[config.mk]
export PLATFORM = sky130hd
export DESIGN_NAME = tick_gate_bank
export DESIGN_NICKNAME = d
export VERILOG_FILES = /design/src/rtl/tgate_pkg.sv /design/src/rtl/tgate_rst_sync.sv /design/src/rtl/tgate_tick_sync.sv /design/src/rtl/tgate_addr_dec.sv /design/src/rtl/tgate_ignore_cnt.sv /design/src/rtl/tick_gate_bank.sv
export SDC_FILE = /design/constraint.sdc
export NUM_CORES = 1
export LEC_CHECK = 0
export BUFFER_PORTS_ARGS = -buffer_cell sky130_fd_sc_hd__buf_4
export CORE_MARGIN = 1.5
export CORE_UTILIZATION = 54
export DETAILED_ROUTE_END_ITERATION = 7
export PLACE_DENSITY_LB_ADDON = 0.25
export SKIP_CTS_REPAIR_TIMING = 1
export SLEW_MARGIN = 20
export SYNTH_ARGS = -nofsm -noshare
export SYNTH_HDL_FRONTEND = slang
export SYNTH_HIERARCHICAL = 1
export SYNTH_SLANG_ARGS = --single-unit
[constraint.sdc]
create_clock -name clk -period 3.06 [get_ports clk]
set_input_delay 0.153 -clock clk [delete_from_list [all_inputs] [get_ports clk]]
set_output_delay 0.153 -clock clk [all_outputs]
set_load 0.03 [all_outputs]
[src/rtl/tgate_pkg.sv]
package tgate_pkg;

  // Byte offset of the counter that belongs to CPU idx. CPUs 0 and 1 sit in
  // the low block, CPUs 2 and 3 in the high block, 0x40 apart.
  function automatic int unsigned slot_addr(input int unsigned idx);
    if (idx < 2) begin
      slot_addr = 32'h380 + idx * 32'h40;
    end else begin
      slot_addr = 32'h700 + (idx - 2) * 32'h40;
    end
  endfunction

endpackage

[src/rtl/tgate_rst_sync.sv]
module tgate_rst_sync (
  input  logic clk,
  input  logic rst_n,
  output logic rst_n_sync
);
  logic [1:0] stage_q;

  always_ff @(posedge clk or negedge rst_n) begin
    if (!rst_n) begin
      stage_q <= 2'b00;
    end else begin
      stage_q <= {stage_q[0], 1'b1};
    end
  end

  assign rst_n_sync = stage_q[1];
endmodule

[src/rtl/tgate_tick_sync.sv]
module tgate_tick_sync #(
  parameter int unsigned SYNC_STAGES = 2
) (
  input  logic clk,
  input  logic rst_n,
  input  logic tick_async,
  output logic tick_pulse
);
  logic [SYNC_STAGES-1:0] sync_q;
  logic                   last_q;

  always_ff @(posedge clk or negedge rst_n) begin
    if (!rst_n) begin
      sync_q <= '0;
      last_q <= 1'b0;
    end else begin
      sync_q <= {sync_q[SYNC_STAGES-2:0], tick_async};
      last_q <= sync_q[SYNC_STAGES-1];
    end
  end

  // rising edge of the synchronised level
  assign tick_pulse = sync_q[SYNC_STAGES-1] & ~last_q;
endmodule

[src/rtl/tgate_addr_dec.sv]
module tgate_addr_dec
  import tgate_pkg::*;
#(
  parameter int unsigned NUM_CPU = 4,
  parameter int unsigned ADDR_W  = 12
) (
  input  logic [ADDR_W-1:0]  addr,
  input  logic               wr,
  output logic [NUM_CPU-1:0] sel,
  output logic [NUM_CPU-1:0] wr_hit
);
  for (genvar g = 0; g < NUM_CPU; g++) begin : g_slot
    localparam logic [ADDR_W-1:0] SLOT = ADDR_W'(slot_addr(g));
    assign sel[g]    = (addr == SLOT);
    assign wr_hit[g] = wr & sel[g];
  end
endmodule

[src/rtl/tgate_ignore_cnt.sv]
module tgate_ignore_cnt #(
  parameter int unsigned CNT_W = 24
) (
  input  logic         clk,
  input  logic         rst_n,
  input  logic         wr_hit,
  input  logic [CNT_W:0] wdata,
  input  logic         tick,
  input  logic         present,
  output logic [CNT_W:0] value,
  output logic         set_pulse
);
  localparam int unsigned VAL_W = CNT_W + 1;
  localparam logic [VAL_W-1:0] CNT_MASK = {1'b0, {CNT_W{1'b1}}};
  localparam logic [VAL_W-1:0] OVF_MASK = {1'b1, {CNT_W{1'b0}}};

  logic [VAL_W-1:0] val_q, val_d;
  logic             set_q, set_d;
  logic             val_en;
  logic [VAL_W-1:0] dec;

  always_comb begin
    dec    = val_q - VAL_W'(1);
    val_en = wr_hit | (tick & present);
    val_d  = val_q;
    set_d  = 1'b0;
    if (wr_hit) begin
      val_d = wdata & CNT_MASK;
    end else if (tick && present) begin
      val_d = dec | (val_q & OVF_MASK);
      set_d = val_d[CNT_W];
    end
  end

  always_ff @(posedge clk or negedge rst_n) begin
    if (!rst_n) begin
      val_q <= '0;
      set_q <= 1'b0;
    end else begin
      if (val_en) begin
        val_q <= val_d;
      end
      set_q <= set_d;
    end
  end

  assign value     = val_q;
  assign set_pulse = set_q;
endmodule

[src/rtl/tick_gate_bank.sv]
module tick_gate_bank #(
  parameter int unsigned NUM_CPU     = 4,
  parameter int unsigned CNT_W       = 24,
  parameter int unsigned ADDR_W      = 12,
  parameter int unsigned SYNC_STAGES = 2
) (
  input  logic               clk,
  input  logic               rst_n,
  input  logic               tick_in,
  input  logic [NUM_CPU-1:0] cpu_present,
  input  logic [ADDR_W-1:0]  reg_addr,
  input  logic               reg_wr,
  input  logic [CNT_W:0]     reg_wdata,
  output logic [CNT_W:0]     reg_rdata,
  output logic [NUM_CPU-1:0] timer_set
);
  logic                          rst_sync_n;
  logic                          tick_pulse;
  logic [NUM_CPU-1:0]            sel;
  logic [NUM_CPU-1:0]            wr_hit;
  logic [NUM_CPU-1:0][CNT_W:0]   cnt_val;

  tgate_rst_sync u_rst (
    .clk        (clk),
    .rst_n      (rst_n),
    .rst_n_sync (rst_sync_n)
  );

  tgate_tick_sync #(.SYNC_STAGES(SYNC_STAGES)) u_tick (
    .clk        (clk),
    .rst_n      (rst_sync_n),
    .tick_async (tick_in),
    .tick_pulse (tick_pulse)
  );

  tgate_addr_dec #(.NUM_CPU(NUM_CPU), .ADDR_W(ADDR_W)) u_dec (
    .addr   (reg_addr),
    .wr     (reg_wr),
    .sel    (sel),
    .wr_hit (wr_hit)
  );

  for (genvar g = 0; g < NUM_CPU; g++) begin : g_cnt
    tgate_ignore_cnt #(.CNT_W(CNT_W)) u_cnt (
      .clk       (clk),
      .rst_n     (rst_sync_n),
      .wr_hit    (wr_hit[g]),
      .wdata     (reg_wdata),
      .tick      (tick_pulse),
      .present   (cpu_present[g]),
      .value     (cnt_val[g]),
      .set_pulse (timer_set[g])
    );
  end

  always_comb begin
    reg_rdata = '0;
    for (int i = 0; i < NUM_CPU; i++) begin
      if (sel[i]) begin
        reg_rdata = reg_rdata | cnt_val[i];
      end
    end
  end
endmodule

==> metrics <==
CP top delay family simple AND/OR/NAND/NOR gates; die area approximately 14000 sq um; WP data arrival 2660 ps; Initial Util ~56%; Die X 118 microns; clk root buf clkbuf_16; antenna-violating nets left 0; Synth cell types 47; Area Growth Syn to Fin 13.4%; worst slew pin tran 798 ps; Rows 41; Crit. End Element flop; Yosys reg bits 109; relative slew slack 46.8%; count of input and output buffers 72; Setup-failing EPs final 0; WS Path Type reg2reg; pwr dens 656 nW/um^2; WP depth 6; final hold viol count 0; skew final 9.28 ps; yosys warns 6; diode count 0; Max stage delay cell, worst path or3b_2; Starting DRT DRC Count 917; Max Freq 418 MHz; WL/cell 22.9 microns; vias in the first global route roughly 6.6k; status finished, final reports clean; Post-Syn Area between 7000 and 8000 sq um; Max FO, Critical Path 5; Startpoint Class flop; Setup TNS Final 0 ps; number of max-cap violations 0; total congestion overflow 0; final period utilization between 70% and 80%; WP buf/inv 1; first-pass GRT wire length 37100 microns; Post-Syn Area per Cell 8.98 sq um; Die H 118 microns; nets roughly 900; Vias ~7.0k; gp weighted congestion 0.999; I/O pin cnt between 70 and 80; pre-CTS setup slack 436 ps; CTS Sinks between 100 and 150; clock tree buffer depth 2; initial antenna violation count 1; CTS tree yes; number of remaining DRC errors 0; Routed WL around 24000 microns; placed instance count 1012; clock-pin slew on the worst setup and hold paths 80 ps; Worst Hold Class in2reg; clock buffer count from CTS 9; DR pass1 iterations 7; Syn Inst Count 800; unrepaired setup endpoints after global routing no; GRT Resource Usage Total 34.3%; worst hold stages 3; slowest stage delay, CP 540 ps; core area 12800 sq um; P_leak around 0.0031 uW; total number of H-tree levels 3; min Tclk post-route 2390 ps; pin count of the biggest net entering global routing 45; VDD IR max 0.000372 V; vias per inst 6.81; Layout Cells excl Fill between 1k and 1.5k; sequential area share after synthesis between 30% and 40%; EDFF count, synth 0; post-route setup slack 669 ps; HPWL Detailed 17400 microns; Worst Path Required 3330 ps; layout cells sized above 1 18.1%; CP Cell Sequence inv_1, ha_1, or3b_2, or3_1, or4_1, a31oi_1; ys async rst share 100%; worst r2r path cells 6; Syn Nets 849; top_reg_cell synth dfrtp_1; Max Slew Vio Count 0; worst skew pair latency 360 ps
## power by group
| part | switching [uW] | internal, uW | leakage (uW) |
|---|---|---|---|
| Clock | 573 | 746 | 0.000161 |
| Sequential | 686 | 1820 | 0.00136 |
| Combinational | 847 | 674 | 0.00156 |
## routing by layer
layer | track usage (%) | routed length (microns)
met1 | 46.9 | 9440
met3 | 6.42 | 2250
met5 | 0 | 0
met2 | 52.0 | 10800
met4 | 17.3 | 1170
## stage by stage
| stage | hold slack (ps) | cell area [sq um] | total power, uW | utilization (%) |
|---|---|---|---|---|
| floorplan | -143 | 7190 | 3400 | - |
| global placement | -64.7 | 7800 | 3870 | 60.8 |
| detailed placement | -63.3 | 7800 | 3950 | 60.8 |
| CTS | -455 | 8130 | 5280 | 63.4 |
| global route | 47.1 | 8150 | 5610 | 63.5 |
| finish | 40.2 | 8150 | 5350 | 63.5 |
## placed cells by master (no fill, tap or decap), types with 9 or more instances in the layout
| cell | count |
|---|---|
| buf_4 | 86 |
| nand2_1 | 97 |
| nand4_1 | 12 |
| o31ai_1 | 28 |
| nor3_1 | 32 |
| xor2_1 | 28 |
| or4_1 | 48 |
| nor2_1 | 64 |
| nand3_1 | 16 |
| o21ai_0 | 48 |
| dfrtp_1 | 108 |
| a22oi_1 | 28 |
| a22oi_2 | 22 |
| a31oi_1 | 40 |
| xnor2_1 | 16 |
| clkbuf_16 | 9 |
| or3_1 | 32 |
## worst paths after layout
kind,startpoint,end,slack (ps)
max reg2reg,g_cnt[1].u_cnt/value[0]$_DFFE_PN0P_,g_cnt[1].u_cnt/value[20]$_DFFE_PN0P_,670
min in group asynchronous,rst_n,u_rst/stage_q[1]$_DFF_PN0_,100
max,g_cnt[1].u_cnt/value[0]$_DFFE_PN0P_,g_cnt[1].u_cnt/value[20]$_DFFE_PN0P_,670
min,reg_wdata[10],g_cnt[0].u_cnt/value[10]$_DFFE_PN0P_,40
min reg2reg,u_rst/stage_q[1]$_DFF_PN0_,g_cnt[1].u_cnt/value[10]$_DFFE_PN0P_,330
max in group asynchronous,u_rst/stage_q[1]$_DFF_PN0_,g_cnt[2].u_cnt/value[24]$_DFFE_PN0P_,1940
## cell type report
class | instances | area [sq um]
inverter | 12 | 45.0
multi-input combinational | 633 | 4170
fill | 1087 | 4680
tap | 172 | 215
clock inverter | 5 | 82.6
timing repair buffer | 88 | 666
sequential | 109 | 2730
clock buffer | 11 | 243
## sequential cells by signal, summed over array words and instances (netlist names)
register / flops
g_cnt.u_cnt/set_pulse: 4
g_cnt.u_cnt/value: 100
u_rst/stage_q: 2
u_tick/last_q: 1
u_tick/sync_q: 2
## synthesized netlist by cell type, types with 28 or more instances
library cell    n  share of area, %
nor2_1         64               3.3
clkbuf_1       29               1.5
a31oi_1        40               3.5
xor2_1         28               3.4
a22oi_1        28               2.9
o21ai_0        48               3.3
or3_1          32               2.8
dfrtp_1       109                38
o31ai_1        28               2.9
nand2_1        97               5.1
nor3_1         32               2.2
or4_1          48               5.0
## cells by family after synthesis
family,Yosys count,synth area share (%)
compound gates,206,20.8
xor+xnor,44,5.36
fa+ha+maj,4,0.697
buf+inv,58,5.05
flops,109,38.0
other cells,1,0.0522
simple gates,378,30.1
## worst min-delay path: cells and delay by family
| family | cells | cell delay, ps |
|---|---|---|
| AND/OR/NAND/NOR | 1 | 50 |
| buffers and inverters | 1 | 110 |
| AO/OA/AOI/OAI | 1 | 60 |
Power figures use the tool's default switching activity.
